--- config.mk ---
export PLATFORM = sky130hd
export DESIGN_NAME = frt_readout
export DESIGN_NICKNAME = d
export VERILOG_FILES = /design/src/rtl/frt_pkg.sv /design/src/rtl/frt_bin2bcd.sv /design/src/rtl/frt_digit_ascii.sv /design/src/rtl/frt_writer.sv /design/src/rtl/frt_readout.sv
export SDC_FILE = /design/constraint.sdc
export NUM_CORES = 1
export LEC_CHECK = 0
export CAP_MARGIN = 20
export CELL_PAD_IN_SITES_DETAIL_PLACEMENT = 0
export CELL_PAD_IN_SITES_GLOBAL_PLACEMENT = 2
export CORE_MARGIN = 2
export CORE_UTILIZATION = 40
export DETAILED_ROUTE_END_ITERATION = 8
export DONT_BUFFER_PORTS = 1
export HOLD_SLACK_MARGIN = 0.02
export PLACE_DENSITY_LB_ADDON = 0.1
export SLEW_MARGIN = 20
export SYNTH_ARGS = -nofsm -noshare
export SYNTH_HDL_FRONTEND = slang
export SYNTH_SLANG_ARGS = --single-unit
--- constraint.sdc ---
create_clock -name clk -period 25.3 [get_ports clk]
set_input_delay 0 -clock clk [delete_from_list [all_inputs] [get_ports clk]]
set_output_delay 0 -clock clk [all_outputs]
set_load 0.1 [all_outputs]
--- src/rtl/frt_pkg.sv ---
package frt_pkg;

    typedef enum logic [2:0] {
        ST_INIT,
        ST_HOME,
        ST_LABEL,
        ST_DIGIT,
        ST_UNIT
    } seq_state_t;

    typedef enum logic [1:0] {
        W_IDLE,
        W_STROBE,
        W_GAP
    } wr_state_t;

    localparam int INIT_LEN  = 4;
    localparam int LABEL_LEN = 11;
    localparam int UNIT_LEN  = 3;
    localparam logic [7:0] CMD_HOME = 8'h80;

    // display set-up commands, issued once after reset
    function automatic logic [7:0] init_cmd(input logic [3:0] idx);
        unique case (idx)
            4'd0:    return 8'h38;
            4'd1:    return 8'h0C;
            4'd2:    return 8'h01;
            default: return 8'h06;
        endcase
    endfunction

    // text "DET. FREQ= "
    function automatic logic [7:0] label_char(input logic [3:0] idx);
        unique case (idx)
            4'd0:    return 8'h44;
            4'd1:    return 8'h45;
            4'd2:    return 8'h54;
            4'd3:    return 8'h2E;
            4'd4:    return 8'h20;
            4'd5:    return 8'h46;
            4'd6:    return 8'h52;
            4'd7:    return 8'h45;
            4'd8:    return 8'h51;
            4'd9:    return 8'h3D;
            default: return 8'h20;
        endcase
    endfunction

    // text " Hz"
    function automatic logic [7:0] unit_char(input logic [3:0] idx);
        unique case (idx)
            4'd0:    return 8'h20;
            4'd1:    return 8'h48;
            default: return 8'h7A;
        endcase
    endfunction

endpackage

--- src/rtl/frt_bin2bcd.sv ---
module frt_bin2bcd #(
    parameter int BIN_W  = 20,
    parameter int DIGITS = 6
) (
    input  logic [BIN_W-1:0]    bin,
    output logic [DIGITS*4-1:0] bcd
);

    localparam int BCD_W = DIGITS * 4;

    logic [BCD_W-1:0] acc;

    // shift-and-add-3: adjust every nibble of 5 or more, then shift in one bit
    always_comb begin
        acc = '0;
        for (int i = BIN_W - 1; i >= 0; i--) begin
            for (int d = 0; d < DIGITS; d++) begin
                if (acc[d*4 +: 4] >= 4'd5) begin
                    acc[d*4 +: 4] = acc[d*4 +: 4] + 4'd3;
                end
            end
            acc = {acc[BCD_W-2:0], bin[i]};
        end
        bcd = acc;
    end

endmodule

--- src/rtl/frt_digit_ascii.sv ---
module frt_digit_ascii #(
    parameter int DIGITS = 6,
    parameter int SEL_W  = 3
) (
    input  logic [DIGITS*4-1:0] bcd,
    input  logic [SEL_W-1:0]    sel,
    output logic [7:0]          ascii
);

    always_comb begin
        ascii = 8'h3F;
        for (int d = 0; d < DIGITS; d++) begin
            if (sel == SEL_W'(d)) begin
                ascii = 8'h30 + {4'h0, bcd[d*4 +: 4]};
            end
        end
    end

endmodule

--- src/rtl/frt_writer.sv ---
module frt_writer
    import frt_pkg::*;
#(
    parameter int EN_CYCLES  = 8,
    parameter int GAP_CYCLES = 64
) (
    input  logic       clk,
    input  logic       rst_n,
    input  logic       char_rs,
    input  logic [7:0] char_data,
    output logic       done,
    output logic       lcd_rs,
    output logic [7:0] lcd_data,
    output logic       lcd_en
);

    localparam int CNT_MAX = (EN_CYCLES > GAP_CYCLES) ? EN_CYCLES : GAP_CYCLES;
    localparam int CNT_W   = $clog2(CNT_MAX + 1);

    wr_state_t        state, nxt;
    logic [CNT_W-1:0] cnt;
    logic             rs_q;
    logic [7:0]       data_q;

    always_comb begin
        nxt  = state;
        done = 1'b0;
        unique case (state)
            W_IDLE:   nxt = W_STROBE;
            W_STROBE: if (cnt == CNT_W'(EN_CYCLES - 1)) nxt = W_GAP;
            W_GAP: begin
                if (cnt == CNT_W'(GAP_CYCLES - 1)) begin
                    nxt  = W_IDLE;
                    done = 1'b1;
                end
            end
            default:  nxt = W_IDLE;
        endcase
    end

    // state register
    always_ff @(posedge clk) begin
        if (!rst_n) begin
            state <= W_IDLE;
            cnt   <= '0;
        end else begin
            state <= nxt;
            cnt   <= (nxt != state) ? '0 : cnt + 1'b1;
        end
    end

    // output register: latch the character offered while idle
    always_ff @(posedge clk) begin
        if (!rst_n) begin
            rs_q   <= 1'b0;
            data_q <= 8'h00;
        end else if (state == W_IDLE) begin
            rs_q   <= char_rs;
            data_q <= char_data;
        end
    end

    assign lcd_en   = (state == W_STROBE);
    assign lcd_rs   = rs_q;
    assign lcd_data = data_q;

    p_en_hold_r9: assert property (@(posedge clk) disable iff (!rst_n)
        $rose(lcd_en) |=> lcd_en);

    p_bus_stable_r9: assert property (@(posedge clk) disable iff (!rst_n)
        (lcd_en && $past(lcd_en)) |-> ($stable(lcd_data) && $stable(lcd_rs)));

    p_gap_low_r10: assert property (@(posedge clk) disable iff (!rst_n)
        $fell(lcd_en) |=> !lcd_en);

    p_done_quiet_r10: assert property (@(posedge clk) disable iff (!rst_n)
        done |-> !lcd_en);

endmodule

--- src/rtl/frt_readout.sv ---
module frt_readout
    import frt_pkg::*;
#(
    parameter int BIN_W      = 20,
    parameter int DIGITS     = 6,
    parameter int EN_CYCLES  = 8,
    parameter int GAP_CYCLES = 64
) (
    input  logic             clk,
    input  logic             rst_n,
    input  logic [BIN_W-1:0] freq_bin,
    output logic             lcd_rs,
    output logic [7:0]       lcd_data,
    output logic             lcd_en
);

    localparam int IDX_W = 4;
    localparam int SEL_W = $clog2(DIGITS);
    localparam logic [BIN_W-1:0] MAX_VAL = BIN_W'(10 ** DIGITS - 1);

    seq_state_t             state, nxt;
    logic [IDX_W-1:0]       idx, idx_nxt;
    logic [BIN_W-1:0]       freq_q;
    logic [BIN_W-1:0]       freq_clamped;
    logic                   load_freq;
    logic                   wr_done;
    logic [DIGITS*4-1:0]    bcd;
    logic [7:0]             digit_char;
    logic                   char_rs;
    logic [7:0]             char_data;

    assign freq_clamped = (freq_bin > MAX_VAL) ? MAX_VAL : freq_bin;

    frt_bin2bcd #(.BIN_W(BIN_W), .DIGITS(DIGITS)) u_b2b (
        .bin (freq_q),
        .bcd (bcd)
    );

    frt_digit_ascii #(.DIGITS(DIGITS), .SEL_W(SEL_W)) u_dsel (
        .bcd   (bcd),
        .sel   (idx[SEL_W-1:0]),
        .ascii (digit_char)
    );

    frt_writer #(.EN_CYCLES(EN_CYCLES), .GAP_CYCLES(GAP_CYCLES)) u_wr (
        .clk       (clk),
        .rst_n     (rst_n),
        .char_rs   (char_rs),
        .char_data (char_data),
        .done      (wr_done),
        .lcd_rs    (lcd_rs),
        .lcd_data  (lcd_data),
        .lcd_en    (lcd_en)
    );

    // next state: advance one character per completed write
    always_comb begin
        nxt       = state;
        idx_nxt   = idx;
        load_freq = 1'b0;
        if (wr_done) begin
            unique case (state)
                ST_INIT: begin
                    if (idx == IDX_W'(INIT_LEN - 1)) begin
                        nxt       = ST_HOME;
                        idx_nxt   = '0;
                        load_freq = 1'b1;
                    end else begin
                        idx_nxt = idx + 1'b1;
                    end
                end
                ST_HOME: begin
                    nxt     = ST_LABEL;
                    idx_nxt = '0;
                end
                ST_LABEL: begin
                    if (idx == IDX_W'(LABEL_LEN - 1)) begin
                        nxt     = ST_DIGIT;
                        idx_nxt = IDX_W'(DIGITS - 1);
                    end else begin
                        idx_nxt = idx + 1'b1;
                    end
                end
                ST_DIGIT: begin
                    if (idx == '0) begin
                        nxt     = ST_UNIT;
                        idx_nxt = '0;
                    end else begin
                        idx_nxt = idx - 1'b1;
                    end
                end
                ST_UNIT: begin
                    if (idx == IDX_W'(UNIT_LEN - 1)) begin
                        nxt       = ST_HOME;
                        idx_nxt   = '0;
                        load_freq = 1'b1;
                    end else begin
                        idx_nxt = idx + 1'b1;
                    end
                end
                default: begin
                    nxt     = ST_INIT;
                    idx_nxt = '0;
                end
            endcase
        end
    end

    // state register
    always_ff @(posedge clk) begin
        if (!rst_n) begin
            state  <= ST_INIT;
            idx    <= '0;
            freq_q <= '0;
        end else begin
            state <= nxt;
            idx   <= idx_nxt;
            if (load_freq) freq_q <= freq_clamped;
        end
    end

    // character offered to the writer
    always_comb begin
        unique case (state)
            ST_INIT:  begin char_rs = 1'b0; char_data = init_cmd(idx);   end
            ST_HOME:  begin char_rs = 1'b0; char_data = CMD_HOME;        end
            ST_LABEL: begin char_rs = 1'b1; char_data = label_char(idx); end
            ST_DIGIT: begin char_rs = 1'b1; char_data = digit_char;      end
            ST_UNIT:  begin char_rs = 1'b1; char_data = unit_char(idx);  end
            default:  begin char_rs = 1'b0; char_data = 8'h00;           end
        endcase
    end

    p_init_cmd_r2: assert property (@(posedge clk) disable iff (!rst_n)
        (state == ST_INIT && lcd_en) |-> !lcd_rs);

    p_digit_ascii_r5: assert property (@(posedge clk) disable iff (!rst_n)
        (state == ST_DIGIT && lcd_en) |-> (lcd_rs && lcd_data >= 8'h30 && lcd_data <= 8'h39));

    p_clamp_r8: assert property (@(posedge clk) disable iff (!rst_n)
        freq_q <= MAX_VAL);

    p_hold_r11: assert property (@(posedge clk) disable iff (!rst_n)
        (state == ST_LABEL || state == ST_DIGIT) |=> $stable(freq_q));

    p_no_reinit_r12: assert property (@(posedge clk) disable iff (!rst_n)
        (state != ST_INIT) |=> (state != ST_INIT));

    for (genvar g = 0; g < DIGITS; g++) begin : g_bcd_chk
        p_bcd_digit_r7: assert property (@(posedge clk) disable iff (!rst_n)
            bcd[g*4 +: 4] <= 4'd9);
    end

endmodule

# Word level (Yosys, flattened, before mapping)

Memory sizes are Yosys's and may differ from the RTL's. A register that Yosys moved wholly into a read port is not among the register bits.
Cells that the tools add are included.

Memories: 1
Bits of input ports: 22
Output and inout port bits: 10
Register bits: 45
Memory bits (read-only): 112

Eq/ne operators: 22
Muxes and demuxes: 89
$add $sub $neg: 66
Bitwise gates (word level): 1
Reduce and logical (&&, ||, !) cells: 7
Magnitude comparators: 58

Memories:

| memory          | words | bits a word | read ports | clocked after memory_dff | wr ports | RTL line      | source |
|---|---|---|---|---|---|---|---|
| (no name shown) | 16    | 7           | 1          | 1                        | 0        | frt_pkg.sv:34 | `unique case (idx)` |

Operator list:

| operator                                                                            | count |
|---|---|
| 4-bit 2-to-1 mux                                                                    | 61 |
| 4-bit by 3-bit greater-or-equal comparator with 1-bit output, second input constant | 51 |
| 4-bit by 2-bit adder with 4-bit output, second input constant                       | 50 |
| 8-bit 2-to-1 mux                                                                    | 6 |
| 6-bit by 4-bit adder with 7-bit output, first input constant                        | 6 |
| 8-bit case mux with 5 select lines                                                  | 1 |
| 3-bit by 2-bit adder with 4-bit output, second input constant                       | 5 |
| 20-bit greater-than comparator, second input constant                               | 1 |
| 20-bit 2-to-1 mux                                                                   | 1 |
| 3-bit greater-or-equal comparator, second input constant                            | 6 |
| 3-bit 2-to-1 mux                                                                    | 6 |
| 6-bit case mux with 3 select lines                                                  | 1 |
| 4-bit case mux with 4 select lines                                                  | 1 |
| 3-bit case mux with 5 select lines                                                  | 1 |
| 7-bit case mux with 2 select lines                                                  | 1 |
| 3-bit by 2-bit equality test with 1-bit output, second input constant               | 4 |
| 3-bit equality test, second input constant                                          | 3 |
| 4-bit by 2-bit equality test with 1-bit output, second input constant               | 2 |
| 2-bit inequality test, second input constant                                        | 4 |
| 7-bit by 1-bit adder with 7-bit output, second input constant                       | 1 |
| 7-bit by 3-bit equality test with 1-bit output, second input constant               | 1 |
| 7-bit by 6-bit equality test with 1-bit output, second input constant               | 1 |
| 3-bit by 2-bit adder with 3-bit output, second input constant                       | 2 |
| 3-bit by 1-bit equality test with 1-bit output, second input constant               | 2 |
| 18 further kinds                                                                    | 25 |

# Longest topological paths before layout

Gate-level depths: netlist of run 1.

Word-level depth: 42
Depth in mapped cells: 108
Gate-level depth less buffers: 106

# By module

A second synthesis of run 1 with hierarchy kept.

Cells, all modules: 1817
Area, all modules: 12545.8 µm²

Modules (own cells, without submodules):

| module          | sequential area each (µm²) | times used | cells each | area an instance (µm²) |
|---|---|---|---|---|
| frt_bin2bcd     | 0.0                        | 1          | 1463       | 9540.4 |
| frt_readout     | 680.7                      | 1          | 242        | 2004.4 |
| frt_writer      | 360.3                      | 1          | 82         | 735.7 |
| frt_digit_ascii | 0.0                        | 1          | 30         | 265.3 |

# Worst setup path before layout of run 1

No wires, ideal clock.

Path kind: register to register
From: register freq_q[18]
To: register u_wr.data_q[2], in the netlist u_wr.lcd_data[2]
Setup slack: 6694 ps
Stages on the path, launching flop included: 104
Data arrival time: 18528 ps
Library setup time: 78 ps
Path buffers: 2
Data required time: 25222 ps
Path through: dfxtp_1 buf_6 inv_1 ha_1 o21ai_1 xnor2_1 ha_1 nand2b_1 a32oi_4 xnor2_1 inv_1 ha_1 nor2b_1 o311ai_1 nor3_1 nor2_1 inv_1 ha_1 [68 not listed] xnor2_1 ha_1 nor2b_1 o311ai_1 nand3_1 ha_1 inv_1 o22ai_1 o31a_1 a311oi_1 inv_1 ha_1 inv_1 o22ai_1 a21oi_1 nor2_1 o311a_1 a32oi_1

Longest elaborated chain between the ends: 42

Ends and longest elaborated chain:

| item                                                                                                                   | RTL line                             | source |
|---|---|---|
| start, declared                                                                                                        | frt_readout.sv:23                    | `logic [BIN_W-1:0] freq_q;` |
| start signal, assigned                                                                                                 | frt_readout.sv:118                   | `if (load_freq) freq_q <= freq_clamped;` |
| 3-bit by 2-bit adder with 4-bit output or 3-bit greater-or-equal comparator (tied branches)                            | frt_bin2bcd.sv:19, frt_bin2bcd.sv:18 |  |
| 4-bit 2-to-1 mux (*)                                                                                                   | frt_bin2bcd.sv:18                    | `if (acc[d*4 +: 4] >= 4'd5) begin` |
| 4-bit by 2-bit adder with 4-bit output or 4-bit by 3-bit greater-or-equal comparator with 1-bit output (tied branches) | frt_bin2bcd.sv:19, frt_bin2bcd.sv:18 |  |
| 4-bit 2-to-1 mux                                                                                                       | frt_bin2bcd.sv:18                    |  |
| 4-bit by 3-bit greater-or-equal comparator with 1-bit output or 4-bit by 2-bit adder with 4-bit output (tied branches) | frt_bin2bcd.sv:18, frt_bin2bcd.sv:19 |  |
| 4-bit 2-to-1 mux                                                                                                       | frt_bin2bcd.sv:18                    |  |
| 4-bit by 2-bit adder with 4-bit output or 4-bit by 3-bit greater-or-equal comparator with 1-bit output (tied branches) | frt_bin2bcd.sv:19, frt_bin2bcd.sv:18 |  |
| 4-bit 2-to-1 mux                                                                                                       | frt_bin2bcd.sv:18                    |  |
| [22 not listed]                                                                                                        | n/a                                  |  |
| 4-bit by 2-bit adder with 4-bit output or 4-bit by 3-bit greater-or-equal comparator with 1-bit output (tied branches) | frt_bin2bcd.sv:19, frt_bin2bcd.sv:18 |  |
| 4-bit 2-to-1 mux                                                                                                       | frt_bin2bcd.sv:18                    |  |
| 4-bit by 3-bit greater-or-equal comparator with 1-bit output or 4-bit by 2-bit adder with 4-bit output (tied branches) | frt_bin2bcd.sv:18, frt_bin2bcd.sv:19 |  |
| 4-bit 2-to-1 mux                                                                                                       | frt_bin2bcd.sv:18                    |  |
| 6-bit by 4-bit adder with 7-bit output                                                                                 | frt_digit_ascii.sv:14                | `ascii = 8'h30 + {4'h0, bcd[d*4 +: 4]};` |
| 8-bit 2-to-1 mux (5 in a row)                                                                                          | frt_digit_ascii.sv:13                | `if (sel == SEL_W'(d)) begin` |
| 8-bit 2-to-1 mux (*)                                                                                                   | frt_digit_ascii.sv:13                |  |
| 8-bit case mux with 5 select lines (*)                                                                                 | frt_readout.sv:124                   | `unique case (state)` |
| end signal, assigned                                                                                                   | frt_writer.sv:59                     | `data_q <= char_data;` |
| end, declared                                                                                                          | frt_writer.sv:23                     | `logic [7:0] data_q;` |

Mark *: on every way between the ends. The rest lies on a longest branch, timed or not.
A chain may end at the register's enable or synchronous reset.

# Worst setup path in the final report of run 1

Ends and elaborated chain as after synthesis.

==> metrics.yaml, run 1 <==
floorplanning:
  start_util_pct: 40.6
  die_x_um: 166
  die_h_um: 166
  num_rows: 59
  core-area_mm2: 0.0260
  ios: 32
  die_area_mm2: 0.0277
setup_path:
  reg2reg_slack_ns: 3.34
  crit_top_cell: "inv_1"
  critPathMaxFanout: 13
  worstSetupPathType: "flip-flop to flip-flop"
  critical_path.slowest_cell: "nor2_1"
  critPathCaptureType: "flip-flop"
  required_ns: 25.53
  cp-start-kind: "flip-flop"
  worstPathArrival_ns: 22.20
  critical-path-max-stage-delay_ns: 0.59
synthesis:
  synth_cell_types: 101
  syn_area_per_cell_um2: 7.39
  ys_seq_area_share_pct: 9.87
  synth_seq_cells: 52
  ys.warnings.count: 0
  synth_edf_count: 0
  synth.cell_area_mm2: 0.0105
  syn_inst: 1427
  syn_nets: 1576
  async_flop_share_pct: 0
  synth_flop_cell: "dfxtp_1"
sta:
  tightest_slew_ns: 1.14
  rsz0062_at_grt: "no"
  max_clock_freq_mhz: 45.5
  maxSlewViolCount: 0
  layout_min_cycle_time_ns: 21.96
  final.setup.worst_slack_ns: 3.34
  final.setup_skew_ns: 0.0105
  setup_viol: 0
  fin_setup_tns_ns: 0
  slew_headroom_pct: 23.9
  hold_viol: 0
  fin_crit_sh_pct: 86.8
run:
  drv_cap: 0
final_layout:
  syn_to_final_growth_pct: 6.55
  num-nets-final: 1575
  final_cells: 1762
  final_common_cell: "ha_1"
  final_util_pct: 43.3
  drive_gt1_share_pct: 8.13
  diodes: 0
  final_cell_mix: "ha_1 (127), inv_1 (123), nor2_1 (110), nand2_1 (108), a21oi_1 (81)"
placement:
  pre_cts_slack_ns: 3.61
  portBuffers: 0
  place_hpwl_um: 21600
  place.gp.congestion: 0.841
  dp.cells: 1732
power:
  swShare_pct: 22.7
  p_int_uw: 133
  power.share.sequential_pct: 50.1
  p_leak_nw: 4.55
  powerDensity_mw_per_mm2: 15.3
  max-vdd-ir-drop_mv: 0.0221
  power_switching_uw: 38.9
  p_total_uw: 172
  combPwrFrac_pct: 4.2
  p_clk_share_pct: 45.7
drt:
  wl_um: 26500
  post-route-drc-count: 0
  drt-wirelength-per-cell_um: 15.0
  vias_per_cell: 5.71
  drt_iter0_drc: 528
  num_vias: 10100
  antenna_left: 0
  drtPass1Iterations: 5
status:
  outcome: "complete, no violations"
global_route:
  grt.total_usage_pct: 18.9
  antenna_found_initial: 0
  grt_pass1_vias: 9754
  grt_pass1_wl_um: 45800
  grt_max_degree: 44
  overflow: 0
clocking:
  cts_max_level: 2
  post_cts_resized: 0
  cts_tree: "yes"
  numClockSinks: 52
  cts_root_buf: "clkbuf_16"
  clk_latency_ns: 0.30
  clockBufferDepth: 2
  clkTransAtPathRegs_ns: 0.07
  cts_buffers: 5
worst_hold_path:
  hold_path_class: "input pin to flip-flop"
-- timing repair --
action / in CTS / in global routing
hold endpoints to repair: 44 / 0
buffers inserted: 0 / 0
setup endpoints to repair: 0 / 0
hold buffers: 22 / 0
-- per-layer routing --
layer | up-vias | routed length [um] | global-route usage (%)
met5 | - | 0 | 0
met4 | 0 | 384 | 3.41
met3 | 23 | 414 | 1.67
met2 | 89 | 12700 | 34.5
met1 | 4649 | 12900 | 24.4
li1 | 5301 | - | -
-- cell usage after synthesis, types with 13 or more instances --
library cell | n | area share, %
mux2i_1 | 56 | 5.3
o211ai_1 | 13 | 0.93
ha_1 | 127 | 15
or2_2 | 14 | 0.83
a21oi_1 | 81 | 3.8
nand2_1 | 108 | 3.8
o21ai_1 | 15 | 0.71
clkbuf_1 | 26 | 0.93
xnor2_1 | 31 | 2.6
nor2b_1 | 52 | 3.1
a211oi_1 | 15 | 1.1
a211o_1 | 13 | 1.1
a21o_1 | 15 | 1.1
nor4_1 | 13 | 0.77
nand2b_1 | 48 | 2.8
a22oi_1 | 16 | 1.1
mux2_2 | 31 | 3.3
o21ai_0 | 60 | 2.8
nor2_1 | 110 | 3.9
dfxtp_1 | 52 | 9.9
and3_1 | 15 | 0.89
nor3_1 | 37 | 1.8
a31oi_1 | 15 | 0.89
inv_1 | 123 | 4.4
nand4_1 | 15 | 0.89
and2_1 | 24 | 1.4
nand3_1 | 30 | 1.4
-- critical path, delay by kind of cell, from the launching register on --
kind | cells | cell delay (ns)
AOI/OAI and AO/OA | 26 | 6.93
xor gates and xnor gates | 8 | 2.42
adders and majority gates | 17 | 4.05
buffers and inverters | 18 | 1.77
DFF | 1 | 0.39
muxes | 1 | 0.32
and+or+nand+nor | 32 | 5.97
-- cells by family (layout without fill, tap and decap cells) --
| kind of cell | Yosys count | after routing | synth area share [%] |
|---|---|---|---|
| AND/OR/NAND/NOR | 522 | 522 | 26.0 |
| buffers and inverters | 158 | 158 | 5.78 |
| XOR/XNOR | 41 | 41 | 3.55 |
| flip-flops | 52 | 52 | 9.87 |
| AO/OA/AOI/OAI | 436 | 436 | 30.4 |
| multiplexers | 91 | 91 | 9.32 |
| adder cells (fa/ha/maj) | 127 | 127 | 15.1 |
-- power groups by stage --
stage	clock (mW)	combinational [mW]	sequential (mW)
6_report	0.0784	0.00724	0.0860
5_1_grt	0.0829	0.00785	0.0861
4_1_cts	0.0805	0.00726	0.0860
3_5_place_dp	0	0.00324	0.0879
3_3_place_gp	0	0.00323	0.0879
2_1_floorplan	0	0.00356	0.0877
-- stage by stage --
stage                     area (um^2)  hold slack, ns
after floorplan                 10500           0.145
after global placement          10800          0.0702
after detailed placement        10800          0.0770
after CTS                       11200          0.0249
final                           11200          0.0238
after global routing            11200          0.0312
-- final cells by class --
class | instances | area [um^2]
repair buffers | 23 | 238
fillers | 2736 | 14700
clock buffers | 6 | 129
inverters | 127 | 477
well taps | 335 | 419
flip-flops and latches | 52 | 1040
clock inverters | 2 | 35.0
multi-input cells | 1217 | 8900
-- final timing paths --
path                                  start               end  depth (start not counted)
worst min register to register  u_wr.cnt[0]       u_wr.cnt[0]                          1
worst max-delay path             freq_q[18]  u_wr.lcd_data[2]                        102
worst max register to register   freq_q[18]  u_wr.lcd_data[2]                        102
worst min-delay path                  rst_n       u_wr.cnt[0]                          2
Power figures use the tool's default switching activity.
==> run 2, diff against run 1 <==
--- a/config.mk
+++ b/config.mk
@@ -5,11 +5,12 @@
 export SDC_FILE = /design/constraint.sdc
 export NUM_CORES = 1
 export LEC_CHECK = 0
+export ABC_AREA = 1
 export CAP_MARGIN = 20
 export CELL_PAD_IN_SITES_DETAIL_PLACEMENT = 0
 export CELL_PAD_IN_SITES_GLOBAL_PLACEMENT = 2
 export CORE_MARGIN = 2
-export CORE_UTILIZATION = 40
+export CORE_UTILIZATION = 36
 export DETAILED_ROUTE_END_ITERATION = 8
 export DONT_BUFFER_PORTS = 1
 export HOLD_SLACK_MARGIN = 0.02
==> metrics.yaml, run 2 <==
status:
  outcome: "complete, no violations"  # unchanged
final_layout:
  num-nets-final: 1863  # was 1575
  fillers: 2972  # was 2736
  final_util_pct: 39.8  # was 43.3%
  drive_gt1_share_pct: 16.6  # was 8.13%
  syn_to_final_growth_pct: 7.99  # was 6.55%
  final_common_cell: "nand2_1"  # was ha_1
  multi_input_area_mm2: 0.00780  # was 0.00890 mm^2
  final_cell_mix: "nand2_1 (534), inv_1 (224), nand3_1 (204), ha_1 (127), nor2_1 (95)"  # was ha_1 (127), inv_1 (123), nor2_1 (110), nand2_1 (108), a21oi_1 (81)
  seqCellArea_mm2: 0.00104  # unchanged
drt:
  top_layer: "met4"  # unchanged
  met1Wirelength_um: 12300  # was 12900 um
  antenna_left: 0  # unchanged
  met3WireLength_um: 394  # was 414 um
  dr_wl_met2_um: 10000  # was 12700 um
  wl_um: 22800  # was 26500 um
  post-route-drc-count: 0  # unchanged
  num_vias: 9795  # was 10100
  drt-wirelength-per-cell_um: 10.9  # was 15.0 um
  drtPass1Iterations: 7  # was 5
  vias_per_cell: 4.69  # was 5.71
  drt_iter0_drc: 504  # was 528
global_route:
  antenna_found_initial: 1  # was 0
  overflow: 0  # unchanged
  grt_pass1_vias: 9166  # was 9754
  grt.total_usage_pct: 16.4  # was 18.9%
  grt_max_degree: 27  # was 44
  grt_pass1_wl_um: 40700  # was 45800 um
setup_path:
  worstSetupPathType: "flip-flop to flip-flop"  # unchanged
  cp-start-kind: "flip-flop"  # unchanged
  critical-path-max-stage-delay_ns: 0.34  # was 0.59 ns
  crit_top_cell: "nand2_1"  # was inv_1
  required_ns: 25.49  # was 25.53 ns
  rr_startpoint: "freq_q[18]"  # unchanged
  critPathMaxFanout: 5  # was 13
  reg2reg_depth: 120  # was 102
  critPathCaptureType: "flip-flop"  # unchanged
  crit_buf_inv: 17  # was 18
  path_depth: 120  # was 102
  path_delay_family: "simple AND/OR/NAND/NOR gates"  # was compound AO/OA/AOI/OAI gates
  critical_path.slowest_cell: "dfxtp_1"  # was nor2_1
  worstPathArrival_ns: 15.14  # was 22.20 ns
  startpoint: "freq_q[18]"  # unchanged
clocking:
  clockBufferDepth: 2  # unchanged
  cts_setup_buffers: 0  # unchanged
  cts_max_level: 2  # unchanged
  cts_root_buf: "clkbuf_16"  # unchanged
  clk_latency_ns: 0.31  # was 0.30 ns
  clkTransAtPathRegs_ns: 0.08  # was 0.07 ns
  numClockSinks: 52  # unchanged
  cts_buffers: 5  # unchanged
  cts_tree: "yes"  # unchanged
synthesis:
  synth_area_leaders: "nand2_1 (20%), ha_1 (16%), dfxtp_1 (10%)"  # was ha_1 (15%), dfxtp_1 (9.9%), mux2i_1 (5.3%)
  yosys.area.top_type: "nand2_1"  # was ha_1
  ys.warnings.count: 0  # unchanged
  synth_edf_count: 0  # unchanged
  syn_area_per_cell_um2: 5.89  # was 7.39 um^2
  synth_top_area_share_pct: 20.1  # was 15.1%
  synth.cell_area_mm2: 0.00998  # was 0.0105 mm^2
  synth_common_cells: "nand2_1 (534), inv_1 (224), nand3_1 (204)"  # was ha_1 (127), inv_1 (123), nor2_1 (110)
  async_flop_share_pct: 0  # unchanged
  syn_inst: 1694  # was 1427
  synth_seq_cells: 52  # unchanged
  synth_flop_cell: "dfxtp_1"  # unchanged
  ys_seq_area_share_pct: 10.4  # was 9.87%
  synth_cell_types: 52  # was 101
  yosysMostFrequentCell: "nand2_1"  # was ha_1
  syn_nets: 1843  # was 1576
floorplanning:
  core-area_mm2: 0.0271  # was 0.0260 mm^2
  die_area_mm2: 0.0291  # was 0.0277 mm^2
  num_rows: 60  # was 59
  start_util_pct: 36.8  # was 40.6%
  ios: 32  # unchanged
  die_h_um: 171  # was 166 um
  die_x_um: 171  # was 166 um
power:
  p_total_uw: 171  # was 172 uW
  powerDensity_mw_per_mm2: 15.8  # was 15.3 mW/mm^2
  max-vdd-ir-drop_mv: 0.0300  # was 0.0221 mV
  p_leak_nw: 6.63  # was 4.55 nW
sta:
  setup_viol: 0  # unchanged
  maxSlewViolCount: 0  # unchanged
  hold_viol: 0  # unchanged
  tightest_slew_ns: 1.09  # was 1.14 ns
  holdWs_ns: 0.00424  # was 0.0238 ns
  slew_headroom_pct: 27.5  # was 23.9%
  rsz0062_at_grt: "no"  # unchanged
  layout_min_cycle_time_ns: 14.94  # was 21.96 ns
  fin_setup_tns_ns: 0  # unchanged
  final.setup.worst_slack_ns: 10.36  # was 3.34 ns
  final.setup_skew_ns: 0.0126  # was 0.0105 ns
  fin_crit_sh_pct: 59.1  # was 86.8%
  max_clock_freq_mhz: 66.9  # was 45.5 MHz
placement:
  place_hpwl_um: 19200  # was 21600 um
  place.gp.congestion: 0.784  # was 0.841
  portBuffers: 0  # unchanged
  pre_cts_slack_ns: 10.26  # was 3.61 ns
worst_hold_path:
  hp-start: "rst_n"  # unchanged
  hold_path_class: "input pin to flip-flop"  # unchanged
  min_path_cells: 2  # unchanged
run:
  drv_cap: 0  # unchanged
==> run 2: cell types whose count changed after synthesis, moves of 40 or more <==
cell      delta
inv_2       +66
nand3_2     +40
nand2_2     +66
inv_1      +101
nand3_1    +174
a21oi_1     -52
mux2i_1     -56
nor2b_1     -52
nand2b_1    -48
nand2_1    +426
==> run 2: repair_timing <==
item | 4_1_cts | 5_1_grt
endpoints found under the hold margin | 25 | 0
resized for setup | 0 | 0
hold buffers | 18 | 0
==> run 2: layer usage <==
metal  global-route usage [%]  vias to the layer above
met5                        0                        -
met4                     2.23                        0
met3                     1.23                       11
met2                     28.0                       78
met1                     23.0                     4259
li1                         -                     5447
==> run 2: area by class of cell <==
| cell class | instances | share of cell area, % |
|---|---|---|
| multi-input cells | 1337 | 72.3 |
| clock inverters | 3 | 0.313 |
| well taps | 372 | 4.32 |
| repair buffers | 22 | 1.93 |
| diodes | 1 | 0.0232 |
| inverters | 296 | 10.3 |
| clock buffers | 5 | 1.16 |
| flip-flops and latches | 52 | 9.65 |
==> run 2: stage by stage <==
| step | cell area [um^2] | cells |
|---|---|---|
| 2_1_floorplan | 9980 | 1694 |
| 3_3_place_gp | 10400 | 2060 |
| 3_5_place_dp | 10400 | 2060 |
| 4_1_cts | 10800 | 2086 |
| 5_1_grt | 10800 | 2088 |
| 6_report | 10800 | 2088 |
==> run 2: final timing paths <==
| check | endpoint | slack, ns |
|---|---|---|
| max | u_wr.lcd_data[2] | 10.36 |
| min | u_wr.cnt[5] | 0.004 |
| max reg2reg | u_wr.lcd_data[2] | 10.36 |
| min reg2reg | u_wr.cnt[0] | 0.45 |
==> run 2: worst reg2reg max path, delay by kind of cell, from the launching register on <==
kind            cells  cell delay, ns
buf+inv            17            1.25
fa+ha+maj          17            3.43
compound gates      1            0.05
xor+xnor            2            0.37
flops               1            0.34
simple gates       83            9.39
==> run 2: logic make-up (layout without fill, tap and decap cells) <==
kind of cell | count (synthesis) | after routing | share of synthesized area [%]
buffers and inverters | 305 | 326 | 11.5
flip-flops | 52 | 52 | 10.4
AND/OR/NAND/NOR | 1043 | 1043 | 49.9
XOR/XNOR | 10 | 10 | 1.10
other | 0 | 1 | 0
adder cells (fa/ha/maj) | 127 | 127 | 15.9
AO/OA/AOI/OAI | 157 | 157 | 11.1
==> run 2: where the power goes <==
part | internal [mW] | total (mW) | switching (mW)
clock network | 0.0383 | 0.0756 | 0.0373
logic | 0.00311 | 0.00851 | 0.00539
registers | 0.0825 | 0.0867 | 0.00413
